[src/rtl/snapcnt_pkg.sv]
package snapcnt_pkg;
  // word addresses of the register map
  localparam int A_CTRL = 0;
  localparam int A_LO   = 1;
  localparam int A_HI   = 2;
  // command bit positions in the control word
  localparam int BIT_CLR   = 0;
  localparam int BIT_LATCH = 1;

  // pending command, packed so bit positions match the control word
  typedef struct packed {
    logic latch;
    logic clr;
  } cmd_t;
endpackage

[src/rtl/snapcnt_counter.sv]
module snapcnt_counter #(
  parameter int CNT_W = 64
) (
  input  logic             clk,
  input  logic             rst,
  input  logic             zero,
  output logic [CNT_W-1:0] count
);
  always_ff @(posedge clk) begin
    if (rst || zero) count <= '0;
    else             count <= count + 1'b1;
  end
endmodule

[src/rtl/snapcnt_cmd.sv]
module snapcnt_cmd
  import snapcnt_pkg::*;
(
  input  logic clk,
  input  logic rst,
  input  logic wr_ctrl,
  input  cmd_t cmd_in,
  output cmd_t cmd_q
);
  // a written command is held for exactly one cycle, then drops
  always_ff @(posedge clk) begin
    if (rst)          cmd_q <= '0;
    else if (wr_ctrl) cmd_q <= cmd_in;
    else              cmd_q <= '0;
  end
endmodule

[src/rtl/snapcnt_hold.sv]
module snapcnt_hold #(
  parameter int DATA_W = 32,
  parameter int NHALF  = 2
) (
  input  logic                    clk,
  input  logic                    rst,
  input  logic [NHALF*DATA_W-1:0] count,
  input  logic                    do_clr,
  input  logic                    do_latch,
  input  logic [NHALF-1:0]        wr_half,
  input  logic [DATA_W-1:0]       wdata,
  output logic [NHALF*DATA_W-1:0] snap
);
  logic [DATA_W-1:0] half_q [NHALF];

  for (genvar g = 0; g < NHALF; g++) begin : g_half
    // command actions outrank direct writes on the same edge
    always_ff @(posedge clk) begin
      if (rst || do_clr)  half_q[g] <= '0;
      else if (do_latch)  half_q[g] <= count[g*DATA_W +: DATA_W];
      else if (wr_half[g]) half_q[g] <= wdata;
    end
    assign snap[g*DATA_W +: DATA_W] = half_q[g];
  end
endmodule

[src/rtl/snapcnt_top.sv]
module snapcnt_top
  import snapcnt_pkg::*;
#(
  parameter int DATA_W = 32,
  parameter int ADDR_W = 2
) (
  input  logic              clk,
  input  logic              rst,
  input  logic              bus_sel,
  input  logic              bus_wr,
  input  logic [ADDR_W-1:0] bus_addr,
  input  logic [DATA_W-1:0] bus_wdata,
  output logic [DATA_W-1:0] bus_rdata
);
  localparam int NHALF = 2;
  localparam int CNT_W = NHALF * DATA_W;

  logic              wr_en, rd_en, wr_ctrl;
  logic [NHALF-1:0]  wr_half;
  cmd_t              cmd_in, cmd_q;
  logic              do_clr, do_latch;
  logic [CNT_W-1:0]  count_q;
  logic [CNT_W-1:0]  snap_q;
  logic [DATA_W-1:0] ctrl_view, rd_next;

  assign wr_en   = bus_sel & bus_wr;
  assign rd_en   = bus_sel & ~bus_wr;
  assign wr_ctrl = wr_en && (bus_addr == ADDR_W'(A_CTRL));

  for (genvar h = 0; h < NHALF; h++) begin : g_wsel
    assign wr_half[h] = wr_en && (bus_addr == ADDR_W'(A_LO + h));
  end

  assign cmd_in = '{latch: bus_wdata[BIT_LATCH], clr: bus_wdata[BIT_CLR]};

  snapcnt_cmd u_cmd (
    .clk     (clk),
    .rst     (rst),
    .wr_ctrl (wr_ctrl),
    .cmd_in  (cmd_in),
    .cmd_q   (cmd_q)
  );

  // zero wins over capture when both are pending
  assign do_clr   = cmd_q.clr;
  assign do_latch = cmd_q.latch & ~cmd_q.clr;

  snapcnt_counter #(.CNT_W(CNT_W)) u_cnt (
    .clk   (clk),
    .rst   (rst),
    .zero  (do_clr),
    .count (count_q)
  );

  snapcnt_hold #(.DATA_W(DATA_W), .NHALF(NHALF)) u_hold (
    .clk      (clk),
    .rst      (rst),
    .count    (count_q),
    .do_clr   (do_clr),
    .do_latch (do_latch),
    .wr_half  (wr_half),
    .wdata    (bus_wdata),
    .snap     (snap_q)
  );

  always_comb begin
    ctrl_view            = '0;
    ctrl_view[BIT_CLR]   = cmd_q.clr;
    ctrl_view[BIT_LATCH] = cmd_q.latch;
  end

  always_comb begin
    unique case (bus_addr)
      ADDR_W'(A_CTRL): rd_next = ctrl_view;
      ADDR_W'(A_LO):   rd_next = snap_q[DATA_W-1:0];
      ADDR_W'(A_HI):   rd_next = snap_q[CNT_W-1:DATA_W];
      default:         rd_next = '0;
    endcase
  end

  always_ff @(posedge clk) begin
    if (rst)        bus_rdata <= '0;
    else if (rd_en) bus_rdata <= rd_next;
  end
endmodule

[config.mk]
export PLATFORM = sky130hd
export DESIGN_NAME = snapcnt_top
export DESIGN_NICKNAME = d
export VERILOG_FILES = /design/src/rtl/snapcnt_pkg.sv /design/src/rtl/snapcnt_counter.sv /design/src/rtl/snapcnt_cmd.sv /design/src/rtl/snapcnt_hold.sv /design/src/rtl/snapcnt_top.sv
export SDC_FILE = /design/constraint.sdc
export NUM_CORES = 1
export LEC_CHECK = 0
export ABC_AREA = 1
export CORE_MARGIN = 4
export CORE_UTILIZATION = 65
export CTS_BUF_LIST = sky130_fd_sc_hd__clkbuf_2 sky130_fd_sc_hd__clkbuf_4 sky130_fd_sc_hd__clkbuf_8
export DETAILED_ROUTE_END_ITERATION = 7
export DONT_BUFFER_PORTS = 1
export PLACE_DENSITY = 0.82
export SLEW_MARGIN = 20
export SYNTH_ARGS = -nofsm -noshare
export SYNTH_HDL_FRONTEND = slang
export SYNTH_HIERARCHICAL = 1
export SYNTH_SLANG_ARGS = --single-unit
[constraint.sdc]
create_clock -name clk -period 3.06 [get_ports clk]
set_input_delay 0.459 -clock clk [delete_from_list [all_inputs] [get_ports clk]]
set_output_delay 0.459 -clock clk [all_outputs]
set_load 0.01 [all_outputs]
==> flow_summary.json, run 1 <==
{
  "status": "finished, final reports clean",
  "fraction_of_layout_instances_using_a_drive_strength_above_1_pct": 6.30,
  "routed-wl-met3_um": 2010,
  "overflow": 0,
  "power.density_cell_area_nw_per_um2": 465,
  "yosysSeqAreaShare_pct": 44.9,
  "number_of_antenna_violations_at_the_first_check_in_global_routing": 0,
  "synthMuxAreaShare_pct": 0,
  "yosys.cell_types.count": 33,
  "num_antenna_cells": 0,
  "route.antenna.remaining_nets": 0,
  "min_path_type": "primary input to flip-flop",
  "mappedNetlistNets": 1293,
  "critPathLaunchType": "flip-flop",
  "drc_violation_total_after_the_first_tritonroute_iteration": 969,
  "worstPathArrival_ns": 2.24,
  "die-height_um": 123,
  "maximum_number_of_pins_on_one_net_before_global_route_repair": 66,
  "cts_resized": 0,
  "cts_hold_repair.buffers": 0,
  "highest_layer": "met4",
  "max_slew_margin_pct": 48.7,
  "post-route-util_pct": 71.3,
  "numCtsBuffers": 17,
  "starting_utilization_of_the_core_area_pct": 67.5,
  "met2WireLength_um": 10400,
  "grt_usage_pct": 30.7,
  "drt-wirelength-per-cell_um": 16.1,
  "fillCellCount": 1111,
  "hold_violations": 0,
  "crit_path_end_kind": "flip-flop",
  "remaining_drc_errors": 0,
  "htree_levels": 4,
  "cts-root-to-sink-buffers": 2,
  "numPortBuffers": 0,
  "grt_setup_unrepaired": "no",
  "synthToLayoutAreaGrowth_pct": 5.62,
  "vias": 7938,
  "ys_ff_latch": 162,
  "place.gp.congestion": 1.01,
  "p_leak_uw": 0.00353,
  "fp.dieW_um": 123,
  "fin_nets": 1280,
  "grt_pass1_wl_um": 35700,
  "required_ns": 3.21,
  "max_cap_viol_count": 0,
  "post_synthesis_compound_gate_area_fraction_pct": 7.66,
  "first_global_vias": 7003,
  "fp.dieArea_um2": 15200,
  "worst_skew_pair.late_latency_ns": 0.46,
  "post-dp-hpwl_um": 16900,
  "drt_wl_total_um": 23000,
  "synth_xor_area_share_pct": 0.708,
  "number_of_warnings_reported_in_the_yosys_synthesis_log": 6,
  "avgSynthCellArea_um2": 6.90,
  "yosys.area_share.simple_pct": 36.9,
  "combinational_family_with_the_most_area_after_synthesis": "simple AND/OR/NAND/NOR gates",
  "synth.cell_area_um2": 8650,
  "post_cts_clock_slew_at_the_launch_and_capture_registers_of_the_worst_setup_and_hold_paths_ns": 0.09,
  "critPathSlowestCell": "dfxtp_1",
  "design.core.area_um2": 12800,
  "cp_top_family": "simple AND/OR/NAND/NOR gates",
  "setup_tns_ns": 0,
  "crit_buf_inv": 2,
  "vdd_ir_drop_max_mv": 0.355,
  "met1_length_um": 9790,
  "fmax_mhz": 479,
  "cts.root.buffer_cell": "clkbuf_8",
  "finalCriticalPeriod_ns": 2.09,
  "floorplan.rows": 41,
  "route.detailed.vias_per_inst": 5.57,
  "critical_path.most_common_cell": "nand3_1",
  "postCtsSetupRepairBufs": 0,
  "drt_first_pass_iters": 6,
  "yosys.area_share.adder_pct": 0.145,
  "worstPathCellList": "nor2_1 > inv_2 > nand3_1 > nand3_1 > buf_4",
  "path_max_fanout": 19,
  "cts_num_sinks": 162,
  "finClkSkew_ns": 0.0115,
  "count_of_pins_over_their_slew_limit": 0,
  "cpPeakStageDelay_ns": 0.51,
  "boundaryPins": 70,
  "worst-slew-pin-transition_ns": 0.767,
  "syn_inst": 1254,
  "worstSetupPathType": "flip-flop to flip-flop",
  "setup_violations": 0,
  "tritoncts_clock_tree": "built",
  "min_period_over_period_pct": 68.2
}
## worst reg2reg max path: cells and delay by family, from the launching register on
kind	cells	cell delay [ns]
buf+inv	2	0.41
flops	1	0.51
simple gates	3	0.85
## stage by stage
stage	instances	total power [uW]	hold WS (ns)	instance area, um2	setup slack (ns)
after floorplan	1254	2600	0.441	8650	0.704
after global placement	1394	2640	0.490	8720	1.08
after detailed placement	1394	2650	0.496	8720	1.01
after CTS	1426	4270	0.0313	9140	0.987
after global routing	1426	4400	0.0291	9140	0.847
final	1426	4250	0.0565	9140	0.974
## layout make-up
cell class	count	area [um2]	share of cell area (%)
sequential	162	3880	42.5
clock buffer	18	241	2.64
timing repair buffer	11	120	1.31
inverter	149	559	6.12
clock inverter	14	176	1.93
multi-input combinational	900	3950	43.2
tap	172	215	2.35
## final timing paths
path | startpoint | end | slack (ns) | depth (start not counted)
worst max-delay path | u_cmd/cmd_q[0] | u_hold/half_q[0][17] | 0.97 | 5
worst min-delay path | rst | bus_rdata[0] | 0.06 | 1
worst max register to register | u_cmd/cmd_q[0] | u_hold/half_q[0][17] | 0.97 | 5
worst min register to register | bus_rdata[1] | bus_rdata[1] | 0.51 | 2
## state kept, by name, summed over array words and instances, names as in the netlist
name / flops
bus_rdata: 32
u_cmd/cmd_q: 2
u_cnt/count: 64
u_hold/half_q: 64
## synth_stat cells, drive strengths merged
cell type	n	area, um2
nor2b	1	6.26
nor3	7	46.3
nand4	13	81.3
o21ai	48	240
inv	148	556
buf	35	239
nor2	279	1120
ha	1	12.5
edfxtp	64	1920
nand3	102	515
xnor2	1	8.76
or2	2	12.5
clkinv	1	3.75
clkbuf	8	40.0
o21a	5	37.5
a21oi	62	310
dfxtp	98	1960
o21bai	10	75.1
nand3b	3	22.5
nand2	360	1390
xor2	6	52.6
## power breakdown
| part | internal [uW] | switching (uW) |
|---|---|---|
| clock network | 827 | 828 |
| registers | 2310 | 46.9 |
| logic | 72.0 | 171 |
| total | 3210 | 1050 |
## cell usage in the layout (no fill, tap or decap), drive strengths merged
cell	synthesis	routed
a21oi	62	62
buf	35	11
bufinv	0	3
clkbuf	8	18
clkinv	1	4
clkinvlp	0	3
dfxtp	98	98
edfxtp	64	64
ha	1	1
inv	148	153
nand2	360	360
nand3	102	102
nand3b	3	3
nand4	13	13
nor2	279	279
nor2b	1	1
nor3	7	7
o21a	5	5
o21ai	48	48
o21bai	10	10
or2	2	2
xnor2	1	1
xor2	6	6
## cell families after synthesis
group | count (synthesis)
fa+ha+maj | 1
xor+xnor | 7
flops | 162
buf+inv | 192
simple gates | 767
compound gates | 125
## routing by layer
| layer | global-route usage, % | vias up |
|---|---|---|
| li1 | - | 3923 |
| met5 | 0 | - |
| met2 | 48.1 | 397 |
| met3 | 4.99 | 72 |
| met4 | 13.8 | 0 |
| met1 | 42.0 | 3546 |
Note: power is estimated with default switching activity, not from simulation.
==> run 2: changes to the inputs <==
- clock period: 3.06 -> 2.04 ns (I/O delays scaled with it)
==> flow_summary.json, run 2 (synthesis gave the netlist of run 1 again) <==
{
  "layout_top_registers": "u_cnt/count x64, u_hold/half_q x64, bus_rdata x32",
  "met2WireLength_um": 11200,
  "number_of_antenna_violations_at_the_first_check_in_global_routing": 0,
  "drt-wirelength-per-cell_um": 16.8,
  "max_slew_margin_pct": 53.7,
  "rr_startpoint": "u_cnt/count[4]",
  "grt_usage_pct": 33.0,
  "worstPathArrival_ns": 2.17,
  "synthToLayoutAreaGrowth_pct": 7.29,
  "floorplan.rows": 41,
  "required_ns": 2.39,
  "min_path_type": "primary input to flip-flop",
  "fp.dieArea_um2": 15200,
  "max_cap_viol_count": 0,
  "crit_path_end_kind": "flip-flop",
  "routed-wl-met3_um": 2250,
  "vdd_ir_drop_max_mv": 0.352,
  "numCtsBuffers": 17,
  "grt_setup_unrepaired": "no",
  "worst-slew-pin-transition_ns": 0.693,
  "count_of_pins_over_their_slew_limit": 0,
  "cts-root-to-sink-buffers": 2,
  "route.antenna.remaining_nets": 0,
  "drt_wl_total_um": 24200,
  "hold_violations": 0,
  "cts.root.buffer_cell": "clkbuf_8",
  "place.gp.congestion": 1.03,
  "placed_cell_area_um2": 8840,
  "worst_skew_pair.late_latency_ns": 0.46,
  "fillCellCount": 1106,
  "maximum_number_of_pins_on_one_net_before_global_route_repair": 64,
  "p_total_uw": 6460,
  "numPortBuffers": 0,
  "mostFrequentLayoutCell": "nand2_1",
  "hold_depth": 3,
  "worstReg2RegEnd": "u_cnt/count[35]",
  "met1_length_um": 9970,
  "min_period_over_period_pct": 89.6,
  "post_cts_clock_slew_at_the_launch_and_capture_registers_of_the_worst_setup_and_hold_paths_ns": 0.08,
  "overflow": 0,
  "post-dp-hpwl_um": 18100,
  "fraction_of_layout_instances_using_a_drive_strength_above_1_pct": 7.33,
  "setup_violations": 0,
  "vias": 8033,
  "route.detailed.vias_per_inst": 5.58,
  "final.setup.worst_slack_ns": 0.213,
  "layout.cell_area.non_filler_um2": 9290,
  "num_antenna_cells": 0,
  "first_global_vias": 7352,
  "boundaryPins": 70,
  "postCtsSetupRepairBufs": 0,
  "layout.cells.most_common_list": "345 x nand2_1, 264 x nor2_1, 143 x inv_1",
  "holdCritStartpoint": "rst",
  "tritoncts_clock_tree": "built",
  "fmax_mhz": 547,
  "status": "finished, violations left",
  "fin_nets": 1294,
  "drc_violation_total_after_the_first_tritonroute_iteration": 1010,
  "worstSetupPathType": "flip-flop to flip-flop",
  "setup_tns_ns": 0,
  "die-height_um": 123,
  "finalCriticalPeriod_ns": 1.83,
  "remaining_drc_errors": 1,
  "whs_endpoint": "bus_rdata[31]",
  "grt_pass1_wl_um": 38100,
  "highest_layer": "met4",
  "power.density_cell_area_nw_per_um2": 696,
  "starting_utilization_of_the_core_area_pct": 67.5,
  "design.core.area_um2": 12800,
  "critPathLaunchType": "flip-flop",
  "finClkSkew_ns": 0.0119,
  "cts_hold_repair.buffers": 3,
  "drt_first_pass_iters": 8,
  "cts_num_sinks": 162,
  "path_max_fanout": 6,
  "fp.dieW_um": 123,
  "dp_worst_setup_slack_ns": 0.278,
  "p_leak_uw": 0.00362,
  "crit_path_start": "u_cnt/count[4]",
  "timing.reg2reg.setup_slack_ns": 0.21,
  "reg2regPathDepth": 7,
  "violations_in_the_final_reports": "DRC",
  "htree_levels": 4,
  "cts_resized": 0
}
## run 2: worst max-delay path: stages (launching register included)
cell and delay (ns):
dfxtp_1 0.42, nand2_1 0.13, nor2_2 0.21, nand2_2 0.14, nor2_1 0.39, nand3b_1 0.18, o21ai_0 0.19, nor2_1 0.06
## run 2: routing by layer
layer	vias to the layer above	GRT usage, %
li1	3949	-
met2	411	52.4
met3	54	6.68
met5	-	0
met4	0	13.5
met1	3619	44.3
## run 2: worst max-delay path by stage
stage / depth (start not counted) / end
3_5_place_dp: 7 / u_cnt/count[35]
3_3_place_gp: 8 / u_cnt/count[60]
2_1_floorplan: 5 / u_hold/half_q[0][0]
5_1_grt: 9 / u_cnt/count[52]
4_1_cts: 7 / u_cnt/count[35]
6_report: 7 / u_cnt/count[35]
## run 2: cell type report
| type | instances | area (um2) | area share (%) |
|---|---|---|---|
| multi-input cells | 900 | 3950 | 42.5 |
| flip-flops and latches | 162 | 3880 | 41.8 |
| inverters | 149 | 559 | 6.02 |
| clock buffers | 22 | 275 | 2.96 |
| repair buffers | 25 | 253 | 2.72 |
| well taps | 172 | 215 | 2.32 |
| clock inverters | 10 | 149 | 1.60 |
## run 2: power by group
part | switching (uW) | internal, uW
registers | 67.1 | 3460
clock network | 1220 | 1310
logic | 274 | 120
## run 2: through the flow
step           hold slack, ns  std cells  util [%]
2_1_floorplan           0.418       1254         -
3_5_place_dp            0.382       1405      68.9
3_3_place_gp            0.380       1405      68.9
6_report               0.0301       1440      72.4
4_1_cts               0.00354       1440      72.4
5_1_grt                0.0106       1440      72.4
